===== src/rtl/mcpwm_pkg.sv =====
package mcpwm_pkg;
  localparam int ADDR_W = 4;
  typedef enum logic [ADDR_W-1:0] {
    A_PERIOD = 4'd0,
    A_DEAD   = 4'd1,
    A_MODE   = 4'd2,
    A_POL    = 4'd3,
    A_OVR    = 4'd4,
    A_TRIG   = 4'd5
  } reg_addr_e;
  localparam int DUTY_BASE = 8;
endpackage


===== src/rtl/mcpwm_timebase.sv =====
module mcpwm_timebase #(
  parameter int CNT_W = 15,
  parameter int NPAIR = 4
) (
  input  logic                         clk,
  input  logic                         rst,
  input  logic [CNT_W-1:0]             per_sh,
  input  logic                         center_sh,
  input  logic [NPAIR-1:0][CNT_W-1:0]  duty_sh,
  output logic [CNT_W-1:0]             cnt_o,
  output logic                         up_o,
  output logic                         center_o,
  output logic [CNT_W-1:0]             per_o,
  output logic [NPAIR-1:0][CNT_W-1:0]  duty_o
);
  logic [CNT_W-1:0] cnt_nx;
  logic             up_nx;
  logic             reload;

  always_comb begin
    cnt_nx = cnt_o;
    up_nx  = up_o;
    if (!center_o) begin
      up_nx = 1'b1;
      if (cnt_o >= per_o) cnt_nx = '0;
      else                cnt_nx = cnt_o + 1'b1;
    end else if (per_o == '0) begin
      cnt_nx = '0;
    end else if (up_o) begin
      if (cnt_o >= per_o) begin
        cnt_nx = per_o - 1'b1;
        up_nx  = 1'b0;
      end else begin
        cnt_nx = cnt_o + 1'b1;
      end
    end else begin
      cnt_nx = cnt_o - 1'b1;
    end
    if (cnt_nx == '0) up_nx = 1'b1;
    reload = (cnt_nx == '0);
  end

  always_ff @(posedge clk) begin
    if (rst) begin
      cnt_o    <= '0;
      up_o     <= 1'b1;
      center_o <= 1'b0;
      per_o    <= '0;
      duty_o   <= '0;
    end else begin
      cnt_o <= cnt_nx;
      up_o  <= up_nx;
      if (reload) begin
        per_o    <= per_sh;
        center_o <= center_sh;
        duty_o   <= duty_sh;
      end
    end
  end
endmodule


===== src/rtl/mcpwm_deadband.sv =====
module mcpwm_deadband #(
  parameter int DT_W = 6
) (
  input  logic            clk,
  input  logic            rst,
  input  logic            in_i,
  input  logic [DT_W-1:0] dead_i,
  output logic            out_o
);
  logic [DT_W-1:0] run_q;

  always_ff @(posedge clk) begin
    if (rst || !in_i)        run_q <= '0;
    else if (run_q < dead_i) run_q <= run_q + 1'b1;
  end

  assign out_o = in_i && (run_q >= dead_i);
endmodule


===== src/rtl/mcpwm_trigger.sv =====
module mcpwm_trigger #(
  parameter int CNT_W = 15
) (
  input  logic             clk,
  input  logic             rst,
  input  logic [CNT_W-1:0] cnt_i,
  input  logic             up_i,
  input  logic             center_i,
  input  logic [CNT_W-1:0] cmp_i,
  input  logic             down_sel_i,
  output logic             trig_o
);
  logic hit;
  assign hit = (cnt_i == cmp_i) && (!center_i || (up_i != down_sel_i));

  always_ff @(posedge clk) begin
    if (rst) trig_o <= 1'b0;
    else     trig_o <= hit;
  end
endmodule


===== src/rtl/mcpwm_core.sv =====
module mcpwm_core #(
  parameter int CNT_W  = 15,
  parameter int NPAIR  = 4,
  parameter int DT_W   = 6,
  parameter int DATA_W = 16
) (
  input  logic                          clk,
  input  logic                          rst,
  input  logic                          wr_en,
  input  logic [mcpwm_pkg::ADDR_W-1:0]  wr_addr,
  input  logic [DATA_W-1:0]             wr_data,
  output logic [NPAIR-1:0]              pwm_hi,
  output logic [NPAIR-1:0]              pwm_lo,
  output logic                          adc_trig
);
  import mcpwm_pkg::*;
  localparam int NPIN = 2 * NPAIR;

  logic [CNT_W-1:0]            per_sh;
  logic                        center_sh;
  logic [NPAIR-1:0][CNT_W-1:0] duty_sh;
  logic [DT_W-1:0]             dead_q;
  logic [NPAIR-1:0]            indep_q;
  logic [NPIN-1:0]             pol_q;
  logic [NPIN-1:0]             ovr_en_q;
  logic [NPIN-1:0]             ovr_val_q;
  logic [CNT_W-1:0]            trig_cmp_q;
  logic                        trig_down_q;

  logic [CNT_W-1:0]            cnt_q;
  logic                        up_q;
  logic                        center_act;
  logic [CNT_W-1:0]            per_act;
  logic [NPAIR-1:0][CNT_W-1:0] duty_act;

  logic [NPAIR-1:0] raw_v;
  logic [NPAIR-1:0] dt_hi;
  logic [NPAIR-1:0] dt_lo;
  logic [NPIN-1:0]  lvl;
  logic [NPIN-1:0]  pin_q;

  always_ff @(posedge clk) begin
    if (rst) begin
      per_sh      <= '0;
      center_sh   <= 1'b0;
      dead_q      <= '0;
      indep_q     <= '1;
      pol_q       <= '0;
      ovr_en_q    <= '0;
      ovr_val_q   <= '0;
      trig_cmp_q  <= '1;
      trig_down_q <= 1'b0;
    end else if (wr_en) begin
      case (wr_addr)
        A_PERIOD: per_sh <= wr_data[CNT_W-1:0];
        A_DEAD:   dead_q <= wr_data[DT_W-1:0];
        A_MODE: begin
          center_sh <= wr_data[0];
          indep_q   <= wr_data[NPAIR:1];
        end
        A_POL:    pol_q <= wr_data[NPIN-1:0];
        A_OVR: begin
          ovr_en_q  <= wr_data[NPIN-1:0];
          ovr_val_q <= wr_data[2*NPIN-1:NPIN];
        end
        A_TRIG: begin
          trig_cmp_q  <= wr_data[CNT_W-1:0];
          trig_down_q <= wr_data[DATA_W-1];
        end
        default: ;
      endcase
    end
  end

  mcpwm_timebase #(.CNT_W(CNT_W), .NPAIR(NPAIR)) i_tb (
    .clk(clk), .rst(rst),
    .per_sh(per_sh), .center_sh(center_sh), .duty_sh(duty_sh),
    .cnt_o(cnt_q), .up_o(up_q), .center_o(center_act),
    .per_o(per_act), .duty_o(duty_act)
  );

  generate
    for (genvar g = 0; g < NPAIR; g++) begin : g_pair
      localparam logic [ADDR_W-1:0] MY_ADDR = ADDR_W'(DUTY_BASE + g);

      always_ff @(posedge clk) begin
        if (rst)                               duty_sh[g] <= '0;
        else if (wr_en && wr_addr == MY_ADDR)  duty_sh[g] <= wr_data[CNT_W-1:0];
      end

      assign raw_v[g] = cnt_q < duty_act[g];

      mcpwm_deadband #(.DT_W(DT_W)) i_db_hi (
        .clk(clk), .rst(rst), .in_i(raw_v[g]), .dead_i(dead_q), .out_o(dt_hi[g])
      );
      mcpwm_deadband #(.DT_W(DT_W)) i_db_lo (
        .clk(clk), .rst(rst), .in_i(!raw_v[g]), .dead_i(dead_q), .out_o(dt_lo[g])
      );

      assign lvl[g]       = indep_q[g] ? raw_v[g] : dt_hi[g];
      assign lvl[NPAIR+g] = indep_q[g] ? raw_v[g] : dt_lo[g];
    end
  endgenerate

  always_ff @(posedge clk) begin
    if (rst) pin_q <= '0;
    else begin
      for (int k = 0; k < NPIN; k++)
        pin_q[k] <= ovr_en_q[k] ? ovr_val_q[k] : (lvl[k] ^ pol_q[k]);
    end
  end

  assign pwm_hi = pin_q[NPAIR-1:0];
  assign pwm_lo = pin_q[NPIN-1:NPAIR];

  mcpwm_trigger #(.CNT_W(CNT_W)) i_trig (
    .clk(clk), .rst(rst), .cnt_i(cnt_q), .up_i(up_q), .center_i(center_act),
    .cmp_i(trig_cmp_q), .down_sel_i(trig_down_q), .trig_o(adc_trig)
  );
endmodule


===== config.mk =====
export PLATFORM = sky130hd
export DESIGN_NAME = mcpwm_core
export DESIGN_NICKNAME = d
export VERILOG_FILES = /design/src/rtl/mcpwm_pkg.sv /design/src/rtl/mcpwm_timebase.sv /design/src/rtl/mcpwm_deadband.sv /design/src/rtl/mcpwm_trigger.sv /design/src/rtl/mcpwm_core.sv
export SDC_FILE = /design/constraint.sdc
export NUM_CORES = 1
export LEC_CHECK = 0
export BUFFER_PORTS_ARGS = -buffer_cell sky130_fd_sc_hd__buf_2
export CAP_MARGIN = 15
export CORE_ASPECT_RATIO = 2
export CORE_MARGIN = 3
export CORE_UTILIZATION = 40
export CTS_BUF_LIST = sky130_fd_sc_hd__clkbuf_8 sky130_fd_sc_hd__clkbuf_16
export CTS_CLUSTER_DIAMETER = 100
export DETAILED_ROUTE_END_ITERATION = 10
export SYNTH_ARGS = -nofsm -noshare
export SYNTH_HDL_FRONTEND = slang
export SYNTH_SLANG_ARGS = --single-unit
export TNS_END_PERCENT = 5

===== constraint.sdc =====
create_clock -name clk -period 7.7 [get_ports clk]
set_input_delay 1.155 -clock clk [delete_from_list [all_inputs] [get_ports clk]]
set_output_delay 1.155 -clock clk [all_outputs]
set_load 0.03 [all_outputs]

* Yosys cells after proc, flatten, opt, wreduce, memory -nomap -nowiden
Index checks and enable logic that the tools add are counted.
Cells by class: $add $sub $neg 11, $lt $le $gt $ge 21, eq/ne operators 11, multiplexer cells 23, bitwise gates (word level) 9, reduce and logical (&&, ||, !) cells 37
Operators by type and width (count):
- $mux W15 | 5
- $lt A15 B15 Y1 | 4
- $add A6 B1 Y6 const B | 8
- $ge A6 B6 Y1 | 8
- $lt A6 B6 Y1 | 8
- $logic_not A15 Y1 | 2
- $sub A15 B1 Y15 const B | 2
- $mux W1 | 18
- $eq A4 B4 Y1 const B | 4
- $add A15 B1 Y15 const B | 1
- $eq A15 B15 Y1 | 1
- $ge A15 B15 Y1 | 1
- $logic_and A1 B1 Y1 | 13
- $reduce_and A2 Y1 | 6
- $logic_or A1 B1 Y1 | 9
- $eq A4 B2 Y1 const B | 2
- $eq A4 B3 Y1 const B | 2
- $xor A1 B1 Y1 | 8
- $logic_not A1 Y1 | 5
- $eq A4 B1 Y1 const B | 1
- $logic_not A4 Y1 | 1
- $reduce_or A3 Y1 | 1
- $ne A1 B1 Y1 | 1
- $not A1 Y1 | 1
Storage, ports and cells: register bits after elaboration 275, output and inout bits 9, logic and storage cells 143

* Depth between registers and ports, before layout
Gate-level depths: netlist of the first run.
depth after elaboration 7, gate-level depth with buffers 16

* By module
Synthesis of the first run repeated with hierarchy kept, for this count alone.
Second synthesis, totals: cells, all modules 1919, area, all modules 16148.0 um^2
By module, submodules not included:
- mcpwm_core | instances 1, cells an instance 786, area an instance 6437.4 um^2, sequential area each 2682.6 um^2
- mcpwm_timebase | instances 1, cells an instance 629, area an instance 5511.5 um^2, sequential area each 1841.8 um^2
- mcpwm_deadband | instances 8, cells an instance 60, area an instance 499.2 um^2, sequential area each 120.1 um^2
- mcpwm_trigger | instances 1, cells an instance 24, area an instance 205.2 um^2, sequential area each 20.0 um^2

* Worst setup path after synthesis of the first run
OpenSTA, ideal clock, no wires.
path kind register -> register, start register i_tb.cnt_o[0], end register i_tb.duty_o[27] (netlist name), library setup time 72 ps, arrival time 3390 ps, path slack 4238 ps, cell stages (with the launch flop) 17, path buffers 5, clock period less this slack 3462 ps, cells stage by stage dfxtp_1 > clkbuf_1 > inv_1 > ha_1 > nor2b_1 > o21ai_0 > a21oi_1 > o21a_1 > clkbuf_1 > clkbuf_1 > o32ai_1 > nor4_1 > nand4_1 > nor4_4 > buf_6 > buf_8 > mux2i_1
On the way: cells in the longest elaborated chain, start to end 6, elaborated cells on any way between the ends 9, those cells by class add/sub: 2; order compare: 1; mux: 5; reduce/logical: 1
Ends and longest elaborated chain:
- start, declared | RTL line mcpwm_timebase.sv:10 | output logic [CNT_W-1:0] cnt_o,
- start signal, assigned | RTL line mcpwm_timebase.sv:51 | cnt_o <= cnt_nx;
- $add A15 B1 Y15 / $ge A15 B15 Y1 (equally long branches)
- $mux W15 | RTL line mcpwm_timebase.sv:30 | if (cnt_o >= per_o) begin
- $mux W15 | RTL line mcpwm_timebase.sv:29 | end else if (up_o) begin
- $mux W15 | RTL line mcpwm_timebase.sv:27 | end else if (per_o == '0) begin
- $mux W15 (*) | RTL line mcpwm_timebase.sv:23 | if (!center_o) begin
- $logic_not A15 Y1 (*) | RTL line mcpwm_timebase.sv:40 | reload = (cnt_nx == '0);
- end signal, assigned | RTL line mcpwm_timebase.sv:56 | duty_o <= duty_sh;
- end, declared | RTL line mcpwm_timebase.sv:14 | output logic [NPAIR-1:0][CNT_W-1:0] duty_o
Every way passes the cells marked *; elsewhere a longest branch is shown, timed or not. A chain may end at the register's enable or synchronous reset.

* Worst setup path in the final report of the first run
start register i_tb.cnt_o[2], end register i_tb.duty_o[35] (netlist name)
Same word-level chain as after synthesis.

==> results of run 1 <==
-- kinds of logic (layout without fill, tap and decap cells) --
family / count (synthesis) / count (layout) / share of synthesized area
XOR/XNOR: 83 / 83 / 0.0486
buffers and inverters: 205 / 200 / 0.0553
AO/OA/AOI/OAI: 271 / 271 / 0.115
AND/OR/NAND/NOR: 642 / 642 / 0.216
flip-flops: 275 / 275 / 0.368
adder cells (fa/ha/maj): 130 / 130 / 0.109
multiplexers: 133 / 133 / 0.0891
-- per-layer routing --
layer | share of wire | GRT usage
met1 | 0.38 | 0.225
met2 | 0.54 | 0.391
met3 | 0.027 | 0.0190
met4 | 0.053 | 0.102
met5 | 0 | 0
-- final timing paths --
check,startpoint,to,depth (start not counted)
worst min register to register,duty_sh[59],i_tb.duty_o[59],2
worst max register to register,i_tb.cnt_o[2],i_tb.duty_o[35],11
worst max-delay path,i_tb.cnt_o[2],i_tb.duty_o[35],11
worst min-delay path,duty_sh[59],i_tb.duty_o[59],2
-- layout make-up --
type | count | share of cell area
inverter | 110 | 0.0253
tap | 454 | 0.0348
clock buffer | 34 | 0.0467
clock inverter | 14 | 0.00990
sequential | 275 | 0.338
timing repair buffer | 42 | 0.0153
multi-input combinational | 1259 | 0.530
-- cells in the mapped netlist, types with 6 or more instances --
cell type,n
a211o_1,28
a211oi_1,16
a21o_1,33
a21oi_1,115
a31oi_1,7
clkbuf_1,86
dfxtp_1,275
ha_1,130
inv_1,109
mux2i_1,132
nand2_1,171
nand2b_1,162
nand3_1,10
nand3b_1,7
nand4_1,39
nor2_1,149
nor2b_1,22
nor3_1,25
nor3b_1,6
nor4_1,15
o211ai_1,11
o21ai_0,32
o31ai_1,8
or2_2,9
or3_1,12
xnor2_1,39
xor2_1,44
-- cells in the final DEF, fill, tap and decap left out, types with 5 or more instances in the layout --
cell type	netlist	layout
dfxtp_1	275	275
nor3_1	25	24
nor3b_1	6	5
a211oi_1	16	16
ha_1	130	130
or2_2	9	9
nand2b_1	162	162
nand3_1	10	10
nand3b_1	7	7
inv_1	109	111
o31ai_1	8	8
clkbuf_8	0	9
buf_4	4	10
a21oi_1	115	115
clkinv_2	0	5
nor2b_1	22	22
xor2_1	44	44
o211ai_1	11	11
o21ai_0	32	32
a211o_1	28	28
nand4_1	39	39
clkbuf_16	0	26
nor4_1	15	15
nor2_1	149	147
or3_1	12	12
mux2i_1	132	132
a31oi_1	7	7
nand2_1	171	171
buf_2	1	30
xnor2_1	39	39
a21o_1	33	33
-- per-stage QoR --
| step | power [mW] | setup WS (ps) | cell area, µm² |
|---|---|---|---|
| 2_1_floorplan | 1.71 | 4240 | 15000 |
| 3_3_place_gp | 1.77 | 3310 | 15400 |
| 3_5_place_dp | 1.78 | 3180 | 15400 |
| 4_1_cts | 3.17 | 3210 | 16300 |
| 5_1_grt | 3.24 | 2840 | 16300 |
| 6_report | 3.13 | 3160 | 16300 |
-- power breakdown --
group	internal [mW]	switching (mW)
Clock	0.798	0.590
Sequential	1.44	0.0142
Combinational	0.109	0.178
Total	2.35	0.783
-- sequential cells by signal (all words and copies together) (netlist names), 15 cells and up --
signal	count
g_pair.i_db_hi.run_q	24
g_pair.i_db_lo.run_q	24
i_tb.per_o	15
i_tb.cnt_o	15
trig_cmp_q	15
i_tb.duty_o	60
per_sh	15
duty_sh	60
-- critical path: cells and delay by family, from the launching register on --
| family | cells | cell delay (ps) |
|---|---|---|
| DFF | 1 | 740 |
| muxes | 1 | 260 |
| and+or+nand+nor | 3 | 940 |
| buffers and inverters | 1 | 600 |
| AOI/OAI and AO/OA | 5 | 1510 |
| adders and majority gates | 1 | 360 |
==> impl_metrics.py, run 1 <==
metrics = {
    "global_routing": {
        "grt_use_total": 0.207,
        "grt_pass1_wl_mm": 64.9,
        "grt_pass1_vias": 11600,
        "antenna_found_initial": 0,
        "grt_overflow_total": 0,
        "grt_max_degree": 111,
    },
    "timing": {
        "tightest_slew_ps": 1170,
        "fmaxAchievable_mhz": 220,
        "post-route-period-util": 0.589,
        "fin_hold_ws_ps": 452,
        "finalSetupViolCount": 0,
        "hold_viol": 0,
        "slew_headroom": 0.217,
        "setup_tns_ps": 0,
        "slew_viol_final": 0,
        "post-route-min-period_ps": 4540,
        "clock_skew_ps": 30.0,
        "grt_setup_unrepaired": "no",
    },
    "cts": {
        "cts_num_sinks": 275,
        "cts-hold-fix-buffers": 0,
        "numCtsBuffers": 26,
        "clkSlewWorstSetupHoldPaths_ps": 70,
        "clock_latency_ps": 560,
        "root_buffer": "clkbuf_16",
        "cts_max_path_buffers": 3,
        "post-cts-setup-buffers": 0,
        "cts_tree": "done",
        "cts-resized-gates": 0,
        "htree_num_levels": 1,
    },
    "place": {
        "place.gp.congestion": 0.917,
        "io_buffers": 31,
        "dpl.cell_count": 2139,
        "hpwl_mm": 30.4,
    },
    "worst_hold_path": {
        "min_path_type": "reg -> reg",
    },
    "critical_path": {
        "crit_path_frequent_cell": "a21oi_1",
        "cpPeakStageDelay_ps": 760,
        "critPathSlowestCell": "o21a_1",
        "worst_ep_required_time_ps": 8190,
        "crit_type": "reg -> reg",
        "cp-start-kind": "flip-flop",
        "reg2reg_slack_ps": 3160,
        "crit_fanout": 40,
        "cp_cell_sequence": "ha_1 > a21oi_1 > o21ai_0 > a21oi_1 > o21a_1 > o32ai_1 > nor4_1 > nand4_1 > nor4_4 > buf_4 > mux2i_1",
        "cp.arrival_ps": 5020,
        "endpoint_kind": "flip-flop",
    },
    "final_layout": {
        "layout.cells.non_filler": 2188,
        "diodes": 0,
        "post-route-util": 0.445,
        "seq_area_um2": 5510,
        "nets": 1867,
        "layout-drive-gt1-share": 0.0606,
        "multi_input_area_um2": 8640,
        "n_fill_cell": 3638,
        "area.growth.synth_to_final_pct": 8.96,
    },
    "synth": {
        "synth_cells": 1739,
        "synth_top_area_frac": 0.368,
        "synth_ff_type": "dfxtp_1",
        "synth_area_leaders": "dfxtp_1, ha_1, mux2i_1",
        "synth_seq_cells": 275,
        "yosysSeqAreaShare": 0.368,
        "synth_area_um2": 15000,
        "ys_warn_count": 0,
        "synthArstFlopShare": 0,
        "synth_edf_count": 0,
        "synth_cell_types": 55,
        "syn_avg_cell_area_um2": 8.60,
        "netlist.top_cell.by_area": "dfxtp_1",
        "synth_fp_nets": 1892,
    },
    "power": {
        "power.leakage_nw": 6.62,
        "p_per_area_nw_per_um2": 192,
        "irDropWorstVdd_v": 0.000165,
    },
    "die": {
        "die_y_um": 280,
        "die_x_um": 143,
        "coreArea_um2": 36700,
        "row_count": 99,
        "ios": 32,
        "initial_utilization": 0.408,
        "dieArea_um2": 39900,
    },
    "detailed_routing": {
        "ant_nets": 0,
        "drt_iter0_drc": 525,
        "vias": 11700,
        "drc": 0,
        "routedWlPerCell_um": 18.8,
        "drt-total-wl_mm": 41.1,
        "drtPass1Iterations": 5,
        "viasPerCell": 5.33,
    },
    "outcome": {
        "outcome": "completed",
    },
    "run": {
        "cap_violations": 0,
    },
}
(Power assumes the default switching activity.)
==> inputs of run 2 (changes only) <==
==> constraint.sdc (replaced) <==
create_clock -name clk -period 4.7 [get_ports clk]
set_input_delay 0.705 -clock clk [delete_from_list [all_inputs] [get_ports clk]]
set_output_delay 0.705 -clock clk [all_outputs]
set_load 0.03 [all_outputs]
==> run 2 against run 1 <==
  * Cell area grew 0.50%
  * Worst setup slack lost 2700 ps
  * Combinational power grew 67%
  * Cell count grew 0.46%
  * Global-route usage grew 0.24 points
  * First-iteration DRC count grew 7.8%
  * Sequential cell count is the same
  * Sequential power grew 63%
  * Critical path depth is the same
  * Non-clock buffer count grew 10
  * Die area is the same
  * Critical endpoint is now i_tb.duty_o[1]
==> impl_metrics.py, run 2 (same netlist as run 1, synthesis figures left out) <==
metrics = {
    "power": {
        "netSwitchingFraction": 0.253,
        "finalPower_mw": 5.11,
        "clkPwrFrac": 0.440,
        "power_switching_mw": 1.29,
        "p_seq_frac": 0.466,
        "irDropWorstVdd_v": 0.000252,
        "p_comb_frac": 0.094,
        "p_per_area_nw_per_um2": 312,
        "p_int_mw": 3.82,
        "power.leakage_nw": 6.68,
    },
    "final_layout": {
        "layout-drive-gt1-share": 0.0654,
        "final_common_cell": "dfxtp_1",
        "diodes": 0,
        "top_regs": "duty_sh: 60 flops, i_tb.duty_o: 60 flops",
        "nets": 1878,
        "n_fill_cell": 3707,
        "seq_area_um2": 5510,
        "post-route-util": 0.447,
        "multi_input_area_um2": 8640,
        "area.growth.synth_to_final_pct": 9.51,
        "final_cell_mix": "dfxtp_1, nand2_1, nand2b_1",
    },
    "timing": {
        "slew_viol_final": 0,
        "post-route-period-util": 0.908,
        "tightest_slew_ps": 1140,
        "slew_headroom": 0.237,
        "finalSetupViolCount": 0,
        "post-route-min-period_ps": 4270,
        "hold_viol": 0,
        "grt_setup_unrepaired": "no",
        "setup_tns_ps": 0,
        "clock_skew_ps": 17.7,
        "fmaxAchievable_mhz": 234,
    },
    "die": {
        "row_count": 99,
        "dieArea_um2": 39900,
        "coreArea_um2": 36700,
        "initial_utilization": 0.408,
        "ios": 32,
        "die_x_um": 143,
        "die_y_um": 280,
    },
    "global_routing": {
        "grt_pass1_vias": 11800,
        "grt_overflow_total": 0,
        "grt_pass1_wl_mm": 65.6,
        "grt_use_total": 0.209,
        "grt_max_degree": 140,
        "antenna_found_initial": 0,
    },
    "cts": {
        "post-cts-setup-buffers": 0,
        "numCtsBuffers": 27,
        "clock_latency_ps": 570,
        "clkSlewWorstSetupHoldPaths_ps": 70,
        "cts_num_sinks": 275,
        "cts-hold-fix-buffers": 0,
        "cts_tree": "done",
        "root_buffer": "clkbuf_16",
        "cts_max_path_buffers": 3,
        "htree_num_levels": 1,
        "cts-resized-gates": 0,
    },
    "critical_path": {
        "cp.arrival_ps": 4750,
        "crit_fanout": 55,
        "crit_type": "reg -> reg",
        "worst_ep_required_time_ps": 5190,
        "endpoint_kind": "flip-flop",
        "cp-start-kind": "flip-flop",
    },
    "detailed_routing": {
        "drt_iter0_drc": 566,
        "ant_nets": 0,
        "drt-total-wl_mm": 41.6,
        "routedWlPerCell_um": 18.9,
        "drtPass1Iterations": 6,
        "viasPerCell": 5.37,
        "vias": 11800,
        "drc": 0,
    },
    "place": {
        "place.gp.congestion": 0.935,
        "io_buffers": 31,
        "hpwl_mm": 30.5,
    },
    "worst_hold_path": {
        "min_path_type": "reg -> reg",
    },
    "outcome": {
        "outcome": "completed",
    },
    "run": {
        "cap_violations": 0,
    },
}
-- run 2: worst paths after layout --
path | from | to | slack [ps] | cells after the start
setup / recovery | i_tb.cnt_o[9] | i_tb.duty_o[1] | 430 | 11
hold / removal | per_sh[14] | per_sh[14] | 450 | 2
setup reg to reg | i_tb.cnt_o[9] | i_tb.duty_o[1] | 430 | 11
hold reg to reg | per_sh[14] | per_sh[14] | 450 | 2
-- run 2: stage by stage --
stage | cell area [µm²] | hold slack [ps] | cells | setup slack [ps]
6_report | 16400 | 454 | 2198 | 432
5_1_grt | 16400 | 455 | 2198 | 191
4_1_cts | 16400 | 433 | 2197 | 551
3_5_place_dp | 15500 | 447 | 2149 | 581
3_3_place_gp | 15500 | 442 | 2149 | 711
2_1_floorplan | 15000 | 436 | 1739 | 1240
-- run 2: cell type report --
| class | instances | area share |
|---|---|---|
| tap | 454 | 0.0347 |
| timing repair buffer | 52 | 0.0216 |
| clock inverter | 17 | 0.0103 |
| multi-input combinational | 1259 | 0.528 |
| sequential | 275 | 0.336 |
| inverter | 110 | 0.0252 |
| clock buffer | 31 | 0.0446 |
-- run 2: power groups by stage --
stage          Combinational, mW  Clock [mW]  Sequential (mW)
2_1_floorplan              0.351           0             2.44
3_3_place_gp               0.477           0             2.44
3_5_place_dp               0.482           0             2.44
4_1_cts                    0.484        2.32             2.38
5_1_grt                    0.520        2.41             2.39
6_report                   0.479        2.25             2.38
-- run 2: routing by layer --
metal | wire (µm) | track usage
met5 | 0 | 0
met4 | 1930 | 0.0937
met3 | 1340 | 0.0212
met2 | 22600 | 0.403
met1 | 15700 | 0.224
-- run 2: worst max-delay path, stage by stage, from the launching register on --
cell      delay [ps]
dfxtp_1          750
ha_1             340
nand2_1           80
o21ai_0           70
a21oi_1          320
o21a_1           770
o21ai_0          300
a211oi_1         290
nand4_1          200
nor4_4           340
buf_12           360
mux2i_1          280
==> inputs of run 3 (changes only) <==
==> constraint.sdc (replaced) <==
create_clock -name clk -period 4.7 [get_ports clk]
set_input_delay 0.94 -clock clk [delete_from_list [all_inputs] [get_ports clk]]
set_output_delay 0.94 -clock clk [all_outputs]
set_load 0.03 [all_outputs]
==> run 3 against run 2 <==
  * Sequential power is essentially flat
  * Sequential share of layout area fell by 0.18 points
  * Via count shrank 0.30%
  * Core utilization grew 0.24 points
  * Largest cell class unchanged
  * Largest power group unchanged
==> impl_metrics.py, run 3 (same netlist as run 1, synthesis figures left out) <==
metrics = {
    "outcome": {
        "outcome": "completed",
    },
    "detailed_routing": {
        "drtPass1Iterations": 6,
        "drt-total-wl_mm": 41.8,
        "viasPerCell": 5.33,
        "ant_nets": 0,
        "routedWlPerCell_um": 19.0,
        "drt_iter0_drc": 523,
        "drc": 0,
        "vias": 11800,
    },
    "global_routing": {
        "grt_pass1_vias": 11700,
        "grt_pass1_wl_mm": 65.6,
        "grt_use_total": 0.210,
        "antenna_found_initial": 0,
        "grt_overflow_total": 0,
        "grt_max_degree": 151,
    },
    "critical_path": {
        "worst_ep_required_time_ps": 5180,
        "crit_type": "reg -> reg",
        "cp_top_family": "compound AO/OA/AOI/OAI gates",
        "reg2reg_slack_ps": 520,
        "cp.arrival_ps": 4660,
        "cpPeakStageDelay_ps": 680,
        "crit_buf_inv": 2,
        "cp-start-kind": "flip-flop",
        "r2r_start": "i_tb.cnt_o[0]",
        "reg2reg_depth": 12,
        "endpoint_kind": "flip-flop",
        "crit_path_frequent_cell": "o21ai_0",
        "cp_cell_sequence": "inv_1 > ha_1 > nor2b_1 > o21ai_0 > a21oi_1 > o21a_1 > o21ai_0 > a211oi_1 > nand4_1 > nor4_4 > buf_12 > mux2i_1",
        "critPathSlowestCell": "o21a_1",
        "r2r_end": "i_tb.duty_o[23]",
        "crit_fanout": 45,
    },
    "die": {
        "dieArea_um2": 39900,
        "die_y_um": 280,
        "ios": 32,
        "coreArea_um2": 36700,
        "row_count": 99,
        "initial_utilization": 0.408,
        "die_x_um": 143,
    },
    "timing": {
        "slew_headroom": 0.266,
        "setup_tns_ps": 0,
        "post-route-min-period_ps": 4180,
        "fmaxAchievable_mhz": 239,
        "finalSetupViolCount": 0,
        "grt_setup_unrepaired": "no",
        "tightest_slew_ps": 1100,
        "fin_ws_ps": 519,
        "hold_viol": 0,
        "clock_skew_ps": 16.1,
        "slew_viol_final": 0,
        "post-route-period-util": 0.890,
    },
    "cts": {
        "cts_tree": "done",
        "clock_latency_ps": 560,
        "cts_max_path_buffers": 3,
        "post-cts-setup-buffers": 0,
        "cts-resized-gates": 0,
        "clkSlewWorstSetupHoldPaths_ps": 70,
        "numCtsBuffers": 27,
        "htree_num_levels": 1,
        "cts_num_sinks": 275,
        "cts-hold-fix-buffers": 0,
        "root_buffer": "clkbuf_16",
    },
    "final_layout": {
        "area.growth.synth_to_final_pct": 10.1,
        "final_cell_mix": "dfxtp_1, nand2_1, nand2b_1",
        "layout-drive-gt1-share": 0.0696,
        "final_common_cell": "dfxtp_1",
        "top_regs": "duty_sh: 60 flops, i_tb.duty_o: 60 flops",
        "nets": 1884,
    },
    "worst_hold_path": {
        "hold_end": "per_sh[4]",
        "whs_path_depth": 2,
        "hp-start": "per_sh[4]",
        "min_path_type": "reg -> reg",
    },
    "run": {
        "cap_violations": 0,
    },
    "place": {
        "hpwl_mm": 30.9,
        "io_buffers": 31,
        "place.gp.congestion": 1.02,
        "preCtsSetupSlack_ps": 514,
    },
    "power": {
        "finalPower_mw": 5.20,
        "power.leakage_nw": 6.73,
        "p_per_area_nw_per_um2": 315,
        "irDropWorstVdd_v": 0.000265,
    },
}
==> run 3: cell types whose count changed in the layout (fill, tap and decap cells not counted), sizes merged <==
cell      delta
buf          +6
clkinv       +2
clkinvlp     -1
diode        +1
bufinv       +1
==> run 3: layer usage <==
metal | up-vias | track usage | part of all wire
met5 | - | 0 | 0
met4 | 0 | 0.106 | 0.057
met3 | 101 | 0.0202 | 0.025
met2 | 198 | 0.396 | 0.53
met1 | 5600 | 0.226 | 0.38
li1 | 5872 | - | -
==> run 3: worst min-delay path, delay by kind of cell (launching register included) <==
| kind | cells | cell delay [ps] |
|---|---|---|
| flip-flops | 1 | 310 |
| AO/OA/AOI/OAI | 1 | 50 |
| AND/OR/NAND/NOR | 1 | 50 |
==> run 3: how the worst max path moves through the flow <==
stage	startpoint	end	cells after the start	slack, ps
floorplan	i_tb.cnt_o[0]	i_tb.duty_o[27]	16	1240
finish	i_tb.cnt_o[0]	i_tb.duty_o[23]	12	520
global route	i_tb.cnt_o[0]	i_tb.duty_o[22]	12	140
global placement	i_tb.cnt_o[10]	i_tb.duty_o[22]	11	680
CTS	i_tb.cnt_o[0]	i_tb.duty_o[23]	12	490
detailed placement	i_tb.cnt_o[0]	i_tb.duty_o[23]	12	510
==> run 3: cell type report <==
type,count,area [µm²]
flip-flops and latches,275,5510
repair buffers,58,399
diodes,1,2.50
fillers,3545,20200
inverters,110,413
clock inverters,19,209
well taps,454,568
multi-input cells,1259,8640
clock buffers,31,731
==> run 3: metrics by stage <==
step / hold slack (ps) / utilization / area [µm²] / instances
after floorplan: 436 / - / 15000 / 1739
after global placement: 441 / 0.423 / 15500 / 2155
after detailed placement: 447 / 0.423 / 15500 / 2155
after CTS: 456 / 0.449 / 16500 / 2205
after global routing: 470 / 0.449 / 16500 / 2206
final: 456 / 0.449 / 16500 / 2207
==> run 3: where the power goes <==
part / switching (mW) / internal (mW) / leakage [nW]
Clock: 0.990 / 1.34 / 0.479
Combinational: 0.297 / 0.186 / 4.03
Sequential: 0.0233 / 2.36 / 2.22
Total: 1.31 / 3.89 / 6.73
